File: config.mk
export PLATFORM = sky130hd
export DESIGN_NAME = spi_hold_slave
export DESIGN_NICKNAME = d
export VERILOG_FILES = /design/src/rtl/spi_hold_pkg.sv /design/src/rtl/spi_sync_bank.sv /design/src/rtl/spi_clk_ctrl.sv /design/src/rtl/spi_rx_deser.sv /design/src/rtl/spi_tx_ser.sv /design/src/rtl/spi_hold_slave.sv
export SDC_FILE = /design/constraint.sdc
export NUM_CORES = 1
export LEC_CHECK = 0
export BUFFER_PORTS_ARGS = -buffer_cell sky130_fd_sc_hd__buf_4
export CAP_MARGIN = 25
export CORE_AREA = 2 2 87 73
export CTS_CLUSTER_DIAMETER = 150
export CTS_CLUSTER_SIZE = 24
export DETAILED_ROUTE_END_ITERATION = 8
export DIE_AREA = 0 0 89 75
export PLACE_DENSITY_LB_ADDON = 0.15
export SLEW_MARGIN = 40
export SYNTH_ARGS = -nofsm -noshare
export SYNTH_HDL_FRONTEND = slang
export SYNTH_HIERARCHICAL = 1
export SYNTH_SLANG_ARGS = --single-unit
File: constraint.sdc
create_clock -name clk_i -period 4.2 [get_ports clk_i]
set_clock_uncertainty 0.15 [all_clocks]
set_input_delay 0.21 -clock clk_i [delete_from_list [all_inputs] [get_ports clk_i]]
set_output_delay 0.21 -clock clk_i [all_outputs]
set_load 0.005 [all_outputs]
File: src/rtl/spi_hold_pkg.sv
package spi_hold_pkg;
  typedef enum logic [1:0] {
    ST_IDLE,
    ST_ADDR,
    ST_DATA,
    ST_SKIP
  } frame_st_e;
endpackage

File: src/rtl/spi_sync_bank.sv
module spi_sync_bank #(
  parameter int WIDTH  = 1,
  parameter int STAGES = 2
) (
  input  logic             clk_i,
  input  logic             rst_ni,
  input  logic [WIDTH-1:0] d_i,
  output logic [WIDTH-1:0] q_o
);
  logic [WIDTH-1:0] pipe_q [STAGES];

  always_ff @(posedge clk_i or negedge rst_ni) begin
    if (!rst_ni) begin
      for (int s = 0; s < STAGES; s++) pipe_q[s] <= '0;
    end else begin
      pipe_q[0] <= d_i;
      for (int s = 1; s < STAGES; s++) pipe_q[s] <= pipe_q[s-1];
    end
  end

  assign q_o = pipe_q[STAGES-1];
endmodule

File: src/rtl/spi_clk_ctrl.sv
module spi_clk_ctrl (
  input  logic clk_i,
  input  logic rst_ni,
  input  logic sck_i,
  input  logic hold_ni,
  input  logic open_i,
  output logic rise_o,
  output logic fall_o,
  output logic paused_o
);
  logic sck_prev_q;
  logic paused_q;

  always_ff @(posedge clk_i or negedge rst_ni) begin
    if (!rst_ni) begin
      sck_prev_q <= 1'b0;
      paused_q   <= 1'b0;
    end else begin
      sck_prev_q <= sck_i;
      if (!open_i)     paused_q <= 1'b0;
      else if (!sck_i) paused_q <= !hold_ni; // pause state changes only with clock low
    end
  end

  assign rise_o   = open_i && !paused_q && sck_i && !sck_prev_q;
  assign fall_o   = open_i && !paused_q && !sck_i && sck_prev_q;
  assign paused_o = paused_q;

  // a pause never begins while the serial clock is high
  p_pause_entry_low_r6: assert property (@(posedge clk_i) disable iff (!rst_ni)
    (!paused_q && open_i && sck_i) |=> !paused_q);
endmodule

File: src/rtl/spi_rx_deser.sv
module spi_rx_deser #(
  parameter int BYTE_W = 8,
  localparam int CNT_W = $clog2(BYTE_W)
) (
  input  logic              clk_i,
  input  logic              rst_ni,
  input  logic              clr_i,
  input  logic              rise_i,
  input  logic              bit_i,
  output logic [CNT_W-1:0]  cnt_o,
  output logic [BYTE_W-1:0] byte_o,
  output logic              done_o
);
  localparam logic [CNT_W-1:0] CntLast = CNT_W'(BYTE_W - 1);

  logic [BYTE_W-1:0] sh_q, byte_q;
  logic [CNT_W-1:0]  cnt_q;
  logic              done_q;
  logic [BYTE_W-1:0] sh_next;

  assign sh_next = {sh_q[BYTE_W-2:0], bit_i};

  always_ff @(posedge clk_i or negedge rst_ni) begin
    if (!rst_ni) begin
      sh_q   <= '0;
      byte_q <= '0;
      cnt_q  <= '0;
      done_q <= 1'b0;
    end else if (clr_i) begin
      cnt_q  <= '0;
      done_q <= 1'b0;
    end else begin
      done_q <= 1'b0;
      if (rise_i) begin
        sh_q <= sh_next;
        if (cnt_q == CntLast) begin
          cnt_q  <= '0;
          byte_q <= sh_next;
          done_q <= 1'b1;
        end else begin
          cnt_q <= cnt_q + 1'b1;
        end
      end
    end
  end

  assign cnt_o  = cnt_q;
  assign byte_o = byte_q;
  assign done_o = done_q;

  // byte completion is a single-cycle event
  p_done_single_r10: assert property (@(posedge clk_i) disable iff (!rst_ni)
    done_q |=> !done_q);
  // a cleared frame starts counting from bit zero
  p_clr_restarts_r7: assert property (@(posedge clk_i) disable iff (!rst_ni)
    (clr_i && cnt_q != '0) |=> (cnt_q == '0) && !done_q);
endmodule

File: src/rtl/spi_tx_ser.sv
module spi_tx_ser #(
  parameter int BYTE_W = 8
) (
  input  logic              clk_i,
  input  logic              rst_ni,
  input  logic              clr_i,
  input  logic              load_i,
  input  logic              en_i,
  input  logic [BYTE_W-1:0] data_i,
  input  logic              fall_i,
  output logic              sdo_o,
  output logic              active_o
);
  logic [BYTE_W-1:0] sh_q;
  logic              sdo_q;
  logic              active_q;

  always_ff @(posedge clk_i or negedge rst_ni) begin
    if (!rst_ni) begin
      sh_q     <= '0;
      sdo_q    <= 1'b0;
      active_q <= 1'b0;
    end else if (clr_i) begin
      active_q <= 1'b0;
    end else if (load_i) begin
      sh_q     <= data_i;
      active_q <= en_i;
    end else if (fall_i) begin
      sdo_q <= sh_q[BYTE_W-1];
      sh_q  <= {sh_q[BYTE_W-2:0], 1'b0};
    end
  end

  assign sdo_o    = sdo_q;
  assign active_o = active_q;

  // a cleared frame never keeps driving
  p_clr_drops_drive_r5: assert property (@(posedge clk_i) disable iff (!rst_ni)
    clr_i |=> !active_q);
endmodule

File: src/rtl/spi_hold_slave.sv
module spi_hold_slave
  import spi_hold_pkg::*;
#(
  parameter int                       BYTE_W      = 8,
  parameter int                       STRAP_W     = 2,
  parameter int                       SYNC_STAGES = 2,
  parameter logic [BYTE_W-STRAP_W-1:0] DEV_CODE   = 6'b010100
) (
  input  logic               clk_i,
  input  logic               rst_ni,
  input  logic               cs_ni,
  input  logic               sck_i,
  input  logic               sdi_i,
  input  logic               hold_ni,
  input  logic [STRAP_W-1:0] strap_i,
  input  logic [BYTE_W-1:0]  tx_byte_i,
  input  logic               tx_valid_i,
  output logic               sdo_o,
  output logic               sdo_oe_o,
  output logic [BYTE_W-1:0]  rx_byte_o,
  output logic               rx_valid_o,
  output logic               frame_start_o,
  output logic               frame_end_o
);
  localparam int CNT_W = $clog2(BYTE_W);

  logic cs_s, sck_s, sdi_s, hold_n_s;
  logic cs_prev_q, cs_fall;
  logic frame_open, frame_clr;
  logic sck_rise, sck_fall, paused;
  logic [CNT_W-1:0]  bit_cnt;
  logic [BYTE_W-1:0] rx_byte;
  logic              rx_done;
  logic              addr_match;
  logic              tx_load, tx_active;

  frame_st_e         state_q, state_d;
  logic              valid_q, valid_d;
  logic              start_q, start_d;
  logic              end_q, end_d;
  logic [BYTE_W-1:0] byte_q;

  spi_sync_bank #(.WIDTH(4), .STAGES(SYNC_STAGES)) u_sync (
    .clk_i (clk_i),
    .rst_ni(rst_ni),
    .d_i   ({cs_ni, sck_i, sdi_i, hold_ni}),
    .q_o   ({cs_s, sck_s, sdi_s, hold_n_s})
  );

  // previous select resets low so a select held low through reset is no edge
  always_ff @(posedge clk_i or negedge rst_ni) begin
    if (!rst_ni) cs_prev_q <= 1'b0;
    else         cs_prev_q <= cs_s;
  end
  assign cs_fall    = cs_prev_q && !cs_s;
  assign frame_open = (state_q != ST_IDLE) && !cs_s;
  assign frame_clr  = !frame_open;

  spi_clk_ctrl u_clk (
    .clk_i   (clk_i),
    .rst_ni  (rst_ni),
    .sck_i   (sck_s),
    .hold_ni (hold_n_s),
    .open_i  (frame_open),
    .rise_o  (sck_rise),
    .fall_o  (sck_fall),
    .paused_o(paused)
  );

  spi_rx_deser #(.BYTE_W(BYTE_W)) u_rx (
    .clk_i (clk_i),
    .rst_ni(rst_ni),
    .clr_i (frame_clr),
    .rise_i(sck_rise),
    .bit_i (sdi_s),
    .cnt_o (bit_cnt),
    .byte_o(rx_byte),
    .done_o(rx_done)
  );

  assign addr_match = (rx_byte[BYTE_W-1:STRAP_W] == DEV_CODE) &&
                      (rx_byte[STRAP_W-1:0] == strap_i);

  always_comb begin
    state_d = state_q;
    valid_d = 1'b0;
    start_d = 1'b0;
    end_d   = 1'b0;
    tx_load = 1'b0;
    if (cs_s) begin
      state_d = ST_IDLE;
      end_d   = (state_q == ST_DATA);
    end else begin
      unique case (state_q)
        ST_IDLE: if (cs_fall) state_d = ST_ADDR;
        ST_ADDR: if (rx_done) begin
          if (addr_match) begin
            state_d = ST_DATA;
            start_d = 1'b1;
            tx_load = 1'b1;
          end else begin
            state_d = ST_SKIP;
          end
        end
        ST_DATA: if (rx_done) begin
          valid_d = 1'b1;
          tx_load = 1'b1;
        end
        default: ;
      endcase
    end
  end

  always_ff @(posedge clk_i or negedge rst_ni) begin
    if (!rst_ni) begin
      state_q <= ST_IDLE;
      valid_q <= 1'b0;
      start_q <= 1'b0;
      end_q   <= 1'b0;
      byte_q  <= '0;
    end else begin
      state_q <= state_d;
      valid_q <= valid_d;
      start_q <= start_d;
      end_q   <= end_d;
      if (valid_d) byte_q <= rx_byte;
    end
  end

  spi_tx_ser #(.BYTE_W(BYTE_W)) u_tx (
    .clk_i   (clk_i),
    .rst_ni  (rst_ni),
    .clr_i   (frame_clr),
    .load_i  (tx_load),
    .en_i    (tx_valid_i),
    .data_i  (tx_byte_i),
    .fall_i  (sck_fall),
    .sdo_o   (sdo_o),
    .active_o(tx_active)
  );

  // raw select gates the enable so release is immediate
  assign sdo_oe_o      = tx_active && !cs_ni;
  assign rx_byte_o     = byte_q;
  assign rx_valid_o    = valid_q;
  assign frame_start_o = start_q;
  assign frame_end_o   = end_q;

  p_strobe_excl_r10: assert property (@(posedge clk_i) disable iff (!rst_ni)
    $onehot0({valid_q, start_q, end_q}));
  p_valid_in_data_r3: assert property (@(posedge clk_i) disable iff (!rst_ni)
    valid_q |-> (state_q == ST_DATA));
  p_pause_freeze_r6: assert property (@(posedge clk_i) disable iff (!rst_ni)
    (paused && frame_open) |=> $stable(bit_cnt));
  p_open_needs_fall_r8: assert property (@(posedge clk_i) disable iff (!rst_ni)
    (state_q == ST_IDLE && !cs_fall) |=> (state_q == ST_IDLE));
  p_end_once_r9: assert property (@(posedge clk_i) disable iff (!rst_ni)
    end_q |=> !end_q);
endmodule

==> flow_summary.toml, run 1 <==
[synth]
synthTopCellsByArea = "dfrtp_1, mux2_2, mux2_4"
synth-seq-area-share_pct = 59.1
synth_top_area_share_pct = 59.1
synth_top_family_by_area = "multiplexers"
synthSimpleGateAreaFrac_pct = 12.3
synth_compound_area_share_pct = 6.13
synthDistinctLibCells = 38
synthCells = 163
postSynthAreaPerCell_um2 = 13.8
ys_seq_elements = 53
syn_nets = 185
yosysWarnings = 6
synthArstFlopShare_pct = 100
synth_top_cell_by_area = "dfrtp_1"
synthAdderAreaFrac_pct = 2.79
yosys_most_used_dff = "dfrtp_1"
synth_edf_count = 0
mappedNetlistArea_mm2 = 0.00225
synth-xor-area-share_pct = 0.780
synth.area.mux_share_pct = 15.0

[power_and_ir_drop]
p_per_area_mw_per_mm2 = 345
power_mw = 0.922
cellLeakagePower_nw = 1.34
ir_drop_uv = 118

[routing]
drc = 0
drt_iter0_drc = 61
avgViaCountPerCell = 4.78
routedWlPerCell_um = 14.1
firstDrtPassIters = 4
wirelength_mm = 3.94
drtAntennaViolNets = 0
dr_total_vias = 1335

[final_layout]
antennaDiodeCount = 0
final_nets = 220
layout-drive-gt1-share_pct = 33.3
layout-area-overhead-vs-synth_pct = 19.2
final_util_pct = 46.5

[worst_setup_path]
reg2reg_depth = 7
crit_type = "register to register"
critPathLaunchType = "register"
crit_fanout = 15
crit_path_end_kind = "register"
crit_required_ns = 4.24
crit_cells = 7
r2r_end = "u_tx/sh_q[5]"
endpoint = "u_tx/sh_q[5]"
cp.buffers_inverters = 1
max_stage_delay_ns = 0.46
cp_top_family = "simple AND/OR/NAND/NOR gates"
path_cells = "inv_1 -> ha_1 -> nand4bb_1 -> nor4_2 -> o211a_1 -> nand2b_1 -> o221a_2"
cpMaxStageDelayCell = "o211a_1"
cp.arrival_ns = 2.58
rr_startpoint = "state_q[1]"
worstSetupStartpoint = "state_q[1]"
regToRegSetupSlack_ns = 1.65

[clocking]
cts_buffers = 5
clock-sinks = 53
clk_path_buf_depth = 2
tritoncts = "done"
insertion_delay_ns = 0.30
htree_levels = 2
cts.reportedPaths.clkPinSlew_ns = 0.09
clock-root-buffer = "clkbuf_8"

[sta]
final_max_slew_viol_count = 0
fin_crit_sh_pct = 60.7
tns_ns = 0
finalHoldViolCount = 0
max_freq_mhz = 393
min_period_ns = 2.55
relSlewSlack_pct = 57.1
setup_viol = 0
final.setup.worst_slack_ns = 1.65
rsz0062_at_grt = "no"
tightest_slew_ns = 0.644

[floorplanning]
io_pins = 30
die_area_mm2 = 0.00668
die_y_um = 75
initial_utilization_pct = 39.0
core_area_mm2 = 0.00576
die_w_um = 89
placementRows = 25

[placement]
dp_hpwl_mm = 2.79
dpl_worst_slack_ns = 1.69
io_buffers = 29
place.gp.congestion = 0.800

[run_status]
status = "completed"

[job]
max_cap_violations = 0

[global_routing]
grt_pass1_vias = 1447
grtUsageTotal_pct = 12.8
grt_max_degree = 54
grt-ovfl-total = 0
grt_pass1_wl_mm = 6.40
antenna_found_initial = 0

[worst_hold_path]
min_path_type = "input pin to register"
[cells in the mapped netlist, types with 2 or more instances]
| cell type | instances |
|---|---|
| xor2_1 | 2 |
| nor2b_1 | 2 |
| mux2i_1 | 3 |
| mux2_1 | 6 |
| o21ai_0 | 2 |
| buf_4 | 4 |
| dfrtp_1 | 53 |
| nand2b_1 | 3 |
| or3b_1 | 2 |
| or2_2 | 2 |
| buf_2 | 2 |
| mux2_4 | 7 |
| ha_1 | 5 |
| mux2_2 | 12 |
| a21oi_1 | 3 |
| buf_6 | 2 |
| and4bb_2 | 2 |
| inv_1 | 7 |
| o22ai_1 | 6 |
| and2_1 | 2 |
| o32ai_1 | 3 |
| nor2_1 | 9 |
| nor3_1 | 9 |
[power by group]
part	total, mW	leakage, nW	switching (mW)	internal [mW]
clock network	0.329	0.0540	0.156	0.173
registers	0.529	0.715	0.00785	0.521
logic	0.0645	0.570	0.0318	0.0327
[per-stage QoR]
step	cells	instance area, um2	hold WS (ns)
CTS	279	2680	0.00881
floorplan	163	2250	-0.236
finish	279	2680	0.0180
global route	279	2680	0.0150
global placement	265	2500	0.130
detailed placement	265	2500	0.142
[worst min-delay path: cells and delay by family]
kind | cells | cell delay (ns)
compound gates | 1 | 0.08
buf+inv | 2 | 0.15
[logic make-up (layout without fill, tap and decap cells)]
kind of cell	Yosys count	count (layout)
AO/OA/AOI/OAI	19	19
XOR/XNOR	2	2
adder cells (fa/ha/maj)	5	5
buffers and inverters	15	50
flip-flops	53	53
multiplexers	28	28
AND/OR/NAND/NOR	41	41
[registers in the layout, indices dropped and copies added, names as in the netlist]
signal,cells
cs_prev_q,1
frame_end_o,1
frame_start_o,1
rx_byte_o,8
rx_valid_o,1
state_q,2
u_clk/paused_o,1
u_clk/sck_prev_q,1
u_rx/byte_o,8
u_rx/cnt_o,3
u_rx/done_o,1
u_rx/sh_q,7
u_sync/pipe_q,4
u_sync/q_o,4
u_tx/active_o,1
u_tx/sdo_o,1
u_tx/sh_q,8
[final cells by class]
type	instances	area, um2
clock buffer	5	68.8
clock inverter	2	35.0
fill	534	3080
inverter	7	26.3
multi-input combinational	95	831
sequential	53	1330
tap	81	101
timing repair buffer	36	288
[how the worst min path moves through the flow]
stage / endpoint / depth (start not counted) / slack (ns) / start
floorplan: cs_prev_q / 0 / -0.24 / rst_ni
global placement: u_sync/pipe_q[5] / 1 / 0.13 / rst_ni
detailed placement: u_sync/pipe_q[5] / 1 / 0.14 / rst_ni
CTS: u_tx/sh_q[0] / 3 / 0.009 / tx_byte_i[0]
global route: u_tx/sh_q[0] / 3 / 0.01 / tx_byte_i[0]
finish: u_tx/sh_q[0] / 3 / 0.02 / tx_byte_i[0]
[routing by layer]
layer / routed length [um] / up-vias / GRT usage, %
met4: 53 / 0 / 5.14
met2: 1840 / 29 / 21.1
met5: 0 / - / 0
met1: 1890 / 657 / 16.0
met3: 150 / 7 / 3.84
li1: - / 642 / -
[layout by cell type (no fill, tap or decap), drive strengths merged]
cell / n
nand4bb: 1
nand3: 1
o32ai: 3
nand3b: 1
a21oi: 3
o21ai: 2
xor2: 2
and2: 2
mux2: 25
clkbuf: 5
o211a: 1
nor4: 1
a311oi: 1
dfrtp: 53
a21boi: 1
or3b: 2
dlygate4sd3: 7
and4bb: 2
nand2: 2
buf: 29
or2: 3
or4b: 1
nor2: 9
inv: 7
mux2i: 3
nand2b: 4
nor2b: 3
o221a: 1
a21o: 1
nor3: 9
o22ai: 6
ha: 5
clkinv: 1
bufinv: 1
[repair_timing]
| action | in CTS | in global routing |
|---|---|---|
| gates resized for setup | 0 | 0 |
| endpoints found under the hold margin | 59 | 0 |
| hold buffers | 7 | 0 |
| endpoints found under the setup margin | 0 | 0 |
| setup buffers | 0 | 0 |
Note: power is estimated with default switching activity, not from simulation.
==> run 2, diff against run 1 <==
Clock period 4.2 ns to 2.6 ns, I/O delays scaled along.
==> flow_summary.toml, run 2 (synthesis gave the netlist of run 1 again) <==
[floorplanning]
initial_utilization_pct = 39.0
placementRows = 25
core_area_mm2 = 0.00576
die_w_um = 89
die_area_mm2 = 0.00668
die_y_um = 75
io_pins = 30

[final_layout]
antennaDiodeCount = 0
multi_input_area_um2 = 831
fin_area_mm2 = 0.00274
nFillCells = 508
mostFrequentLayoutCells = "dfrtp_1, buf_4, dlygate4sd3_1"
final_util_pct = 47.7
final_nets = 229
final_common_cell = "dfrtp_1"
layout-drive-gt1-share_pct = 33.2
seqCellArea_mm2 = 0.00133
layout-area-overhead-vs-synth_pct = 22.2

[sta]
tns_ns = 0
finalHoldViolCount = 0
final_max_slew_viol_count = 0
fin_crit_sh_pct = 91.5
rsz0062_at_grt = "no"
tightest_slew_ns = 0.649
min_period_ns = 2.38
relSlewSlack_pct = 56.8
max_freq_mhz = 421
final.setup.worst_slack_ns = 0.222
setup_viol = 0
holdWs_ns = 0.196

[placement]
dpl_cell_area_mm2 = 0.00252
io_buffers = 29
place.gp.congestion = 0.785
dpl_worst_slack_ns = 0.259
dp_hpwl_mm = 2.80

[routing]
avgViaCountPerCell = 4.81
drt_iter0_drc = 89
drc = 0
dr_total_vias = 1390
wirelength_mm = 4.06
routedWlPerCell_um = 14.1
drtAntennaViolNets = 0
firstDrtPassIters = 4

[power_and_ir_drop]
power_frac_comb_pct = 8.0
internal_power_mw = 1.09
p_clk_share_pct = 31.8
switchingPower_mw = 0.331
p_sw_share_pct = 23.3
p_per_area_mw_per_mm2 = 517
cellLeakagePower_nw = 1.37
ir_drop_uv = 175
pwr-share-seq_pct = 60.2

[clocking]
cts.reportedPaths.clkPinSlew_ns = 0.09
clock-root-buffer = "clkbuf_8"
insertion_delay_ns = 0.31
cts-resized-gates = 0
clk_path_buf_depth = 2
cts_buffers = 5
tritoncts = "done"
clock-sinks = 53
htree_levels = 2

[global_routing]
grt_max_degree = 54
grt_pass1_vias = 1419
antenna_found_initial = 0
grtUsageTotal_pct = 14.1
grt_pass1_wl_mm = 7.00
grt-ovfl-total = 0

[worst_setup_path]
crit_type = "register to register"
path_cells = "inv_1 -> ha_1 -> nand4bb_1 -> nor4_2 -> o211a_1 -> nand2b_1 -> o221a_2"
r2r_end = "u_tx/sh_q[5]"
crit_required_ns = 2.64
max_stage_delay_ns = 0.43
critPathLaunchType = "register"
crit_fanout = 8
cp.arrival_ns = 2.42
regToRegSetupSlack_ns = 0.22
worstSetupStartpoint = "state_q[1]"
crit_path_end_kind = "register"
reg2reg_depth = 7
rr_startpoint = "state_q[1]"
cpMaxStageDelayCell = "nor4_2"

[job]
max_cap_violations = 0

[worst_hold_path]
min_path_type = "input pin to register"
min_from = "strap_i[0]"
hold_depth = 4
holdPathEnd = "frame_start_o"

[run_status]
status = "completed"
[run 2: cell count changes in the layout (fill, tap and decap cells not counted), sizes merged]
cell,before,now
buf,29,31
bufinv,1,0
clkinv,1,2
clkinvlp,0,1
dlygate4sd3,7,14
[run 2: metal layers]
metal | up-vias | GRT usage, % | share of wire, %
li1 | 662 | - | -
met1 | 681 | 19.5 | 46
met2 | 39 | 21.1 | 47
met3 | 8 | 4.28 | 5.4
met4 | 0 | 5.31 | 1.6
met5 | - | 0 | 0
[run 2: what timing repair did]
action | CTS | global route
buffers inserted | 0 | 0
hold buffers | 14 | 0
hold endpoints to repair | 66 | 0
[run 2: worst max-delay path, delay by kind of cell, from the launching register on]
family	cells	cell delay (ns)
simple gates	3	0.79
compound gates	2	0.62
flops	1	0.39
fa+ha+maj	1	0.22
buf+inv	1	0.10
[run 2: final cells by class]
type	instances	area share, %
flip-flops and latches	53	48.3
multi-input cells	95	30.3
repair buffers	45	13.6
well taps	81	3.69
clock buffers	5	2.51
inverters	7	0.958
clock inverters	3	0.638
[run 2: worst max-delay path by stage]
stage                              end  slack (ns)  cells past startpoint
after floorplan           u_rx/sh_q[0]        0.36                      9
after global placement    u_tx/sh_q[5]        0.28                      7
after detailed placement  u_tx/sh_q[0]        0.26                      9
after CTS                 u_tx/sh_q[5]        0.24                      7
after global routing      u_tx/sh_q[4]        0.07                      9
final                     u_tx/sh_q[5]        0.22                      7
[run 2: power groups by stage]
stage | clock network [mW] | logic (mW) | registers, mW
global placement | 0 | 0.0947 | 0.869
floorplan | 0 | 0.0577 | 0.864
CTS | 0.473 | 0.116 | 0.854
finish | 0.451 | 0.114 | 0.854
detailed placement | 0 | 0.0987 | 0.870
global route | 0.518 | 0.129 | 0.856
[run 2: per-stage QoR]
step           power [mW]  instances
5_1_grt              1.50        289
2_1_floorplan       0.922        163
6_report             1.42        289
3_3_place_gp        0.964        267
4_1_cts              1.44        289
3_5_place_dp        0.969        267
==> run 3, diff against run 2 <==
Settings changed: CORE_AREA 2 2 87 73 to 2 2 93 77, DIE_AREA 0 0 89 75 to 0 0 95 79.
==> flow_summary.toml, run 3 (synthesis gave the netlist of run 1 again) <==
[final_layout]
antennaDiodeCount = 0
layout-area-overhead-vs-synth_pct = 22.5
fin_area_mm2 = 0.00275
final_util_pct = 41.3
layout-drive-gt1-share_pct = 32.4
final_nets = 229
final_common_cell = "dfrtp_1"
final_cell_count_no_fill = 294
mostFrequentLayoutCells = "dfrtp_1, buf_4, dlygate4sd3_1"
nFillCells = 618

[power_and_ir_drop]
power_mw = 1.42
internal_power_mw = 1.11
switchingPower_mw = 0.309
pwr-share-seq_pct = 60.0
p_per_area_mw_per_mm2 = 517
power_frac_comb_pct = 8.1
p_sw_share_pct = 21.7
cellLeakagePower_nw = 1.37
p_clk_share_pct = 31.9
ir_drop_uv = 184

[worst_setup_path]
crit_top_cell = "o21ai_0"
max_stage_delay_ns = 0.45
critPathLaunchType = "register"
crit_fanout = 12
cp.buffers_inverters = 2
cpMaxStageDelayCell = "nor4_2"
crit_path_end_kind = "register"
cp.arrival_ns = 2.39
path_cells = "inv_1 -> ha_1 -> nand4bb_1 -> nor4_2 -> o211a_1 -> buf_4 -> nor2_1 -> o21ai_0 -> o21ai_0"
cp_top_family = "simple AND/OR/NAND/NOR gates"
crit_type = "register to register"
crit_required_ns = 2.63

[sta]
holdWs_ns = 0.206
rsz0062_at_grt = "no"
max_freq_mhz = 424
relSlewSlack_pct = 55.8
fin_crit_sh_pct = 90.7
min_period_ns = 2.36
tightest_slew_ns = 0.664
tns_ns = 0
setup_viol = 0
final_max_slew_viol_count = 0
finalHoldViolCount = 0
final.setup.worst_slack_ns = 0.241

[job]
max_cap_violations = 0

[global_routing]
antenna_found_initial = 0
grt_pass1_wl_mm = 7.04
grtUsageTotal_pct = 12.4
grt-ovfl-total = 0
grt_max_degree = 54
grt_pass1_vias = 1483

[routing]
drtAntennaViolNets = 0
drc = 0
routedWlPerCell_um = 13.8
wirelength_mm = 4.07
firstDrtPassIters = 4
avgViaCountPerCell = 4.82
dr_total_vias = 1417
drt_iter0_drc = 90

[clocking]
clk_path_buf_depth = 2
cts.reportedPaths.clkPinSlew_ns = 0.08
clock-sinks = 53
tritoncts = "done"
htree_levels = 2
clock-root-buffer = "clkbuf_8"
cts-resized-gates = 0
insertion_delay_ns = 0.30
cts_buffers = 5

[placement]
dp.cells = 273
dpl_cell_area_mm2 = 0.00252
dp_hpwl_mm = 2.80
io_buffers = 29
dpl_worst_slack_ns = 0.248
place.gp.congestion = 0.743

[floorplanning]
die_area_mm2 = 0.00751
die_y_um = 79
die_w_um = 95
placementRows = 27
initial_utilization_pct = 33.7
core_area_mm2 = 0.00666
io_pins = 30

[worst_hold_path]
min_path_type = "input pin to register"

[run_status]
status = "completed"
[run 3: cell types whose count changed in the layout (fill, tap and decap cells not counted)]
cell / change
clkinv_2: -2
clkbuf_8: +1
clkbuf_1: +1
clkinvlp_4: -1
[run 3: final cells by class]
cell class	count	area, um2	share of cell area, %
clock buffers	7	86.3	3.14
inverters	7	26.3	0.955
repair buffers	45	373	13.6
well taps	87	109	3.96
multi-input cells	95	831	30.2
flip-flops and latches	53	1330	48.2
[run 3: routing by layer]
layer	share of wire (%)	vias up	global-route usage (%)
li1	-	658	-
met1	47	701	16.4
met2	46	48	18.7
met3	4.6	10	3.13
met4	2.7	0	6.52
met5	0	-	0
[run 3: path summary, 6_finish.rpt]
kind | start | endpoint | slack, ns | depth (start not counted)
setup / recovery | state_q[1] | u_tx/sh_q[0] | 0.24 | 9
hold / removal | strap_i[1] | frame_start_o | 0.21 | 4
setup reg to reg | state_q[1] | u_tx/sh_q[0] | 0.24 | 9
hold reg to reg | u_sync/pipe_q[4] | u_sync/q_o[0] | 0.21 | 0
max in group asynchronous | rst_ni | u_tx/active_o | 1.61 | 2
min in group asynchronous | rst_ni | u_sync/pipe_q[5] | 0.23 | 2
[run 3: power by group through the flow]
stage               clock [mW]  sequential, mW  combinational (mW)
floorplan                    0           0.864              0.0577
global placement             0           0.869              0.0951
detailed placement           0           0.870              0.0991
CTS                      0.485           0.853               0.117
global route             0.527           0.856               0.127
finish                   0.454           0.853               0.115
[run 3: repair_timing]
| action | CTS | global route |
|---|---|---|
| setup buffers | 0 | 0 |
| hold buffers | 14 | 0 |
| hold endpoints to repair | 66 | 0 |
[run 3: tightest hold or removal path, delay by kind of cell]
| kind | cells | cell delay (ns) |
|---|---|---|
| xor+xnor | 1 | 0.15 |
| buf+inv | 1 | 0.08 |
| simple gates | 2 | 0.25 |
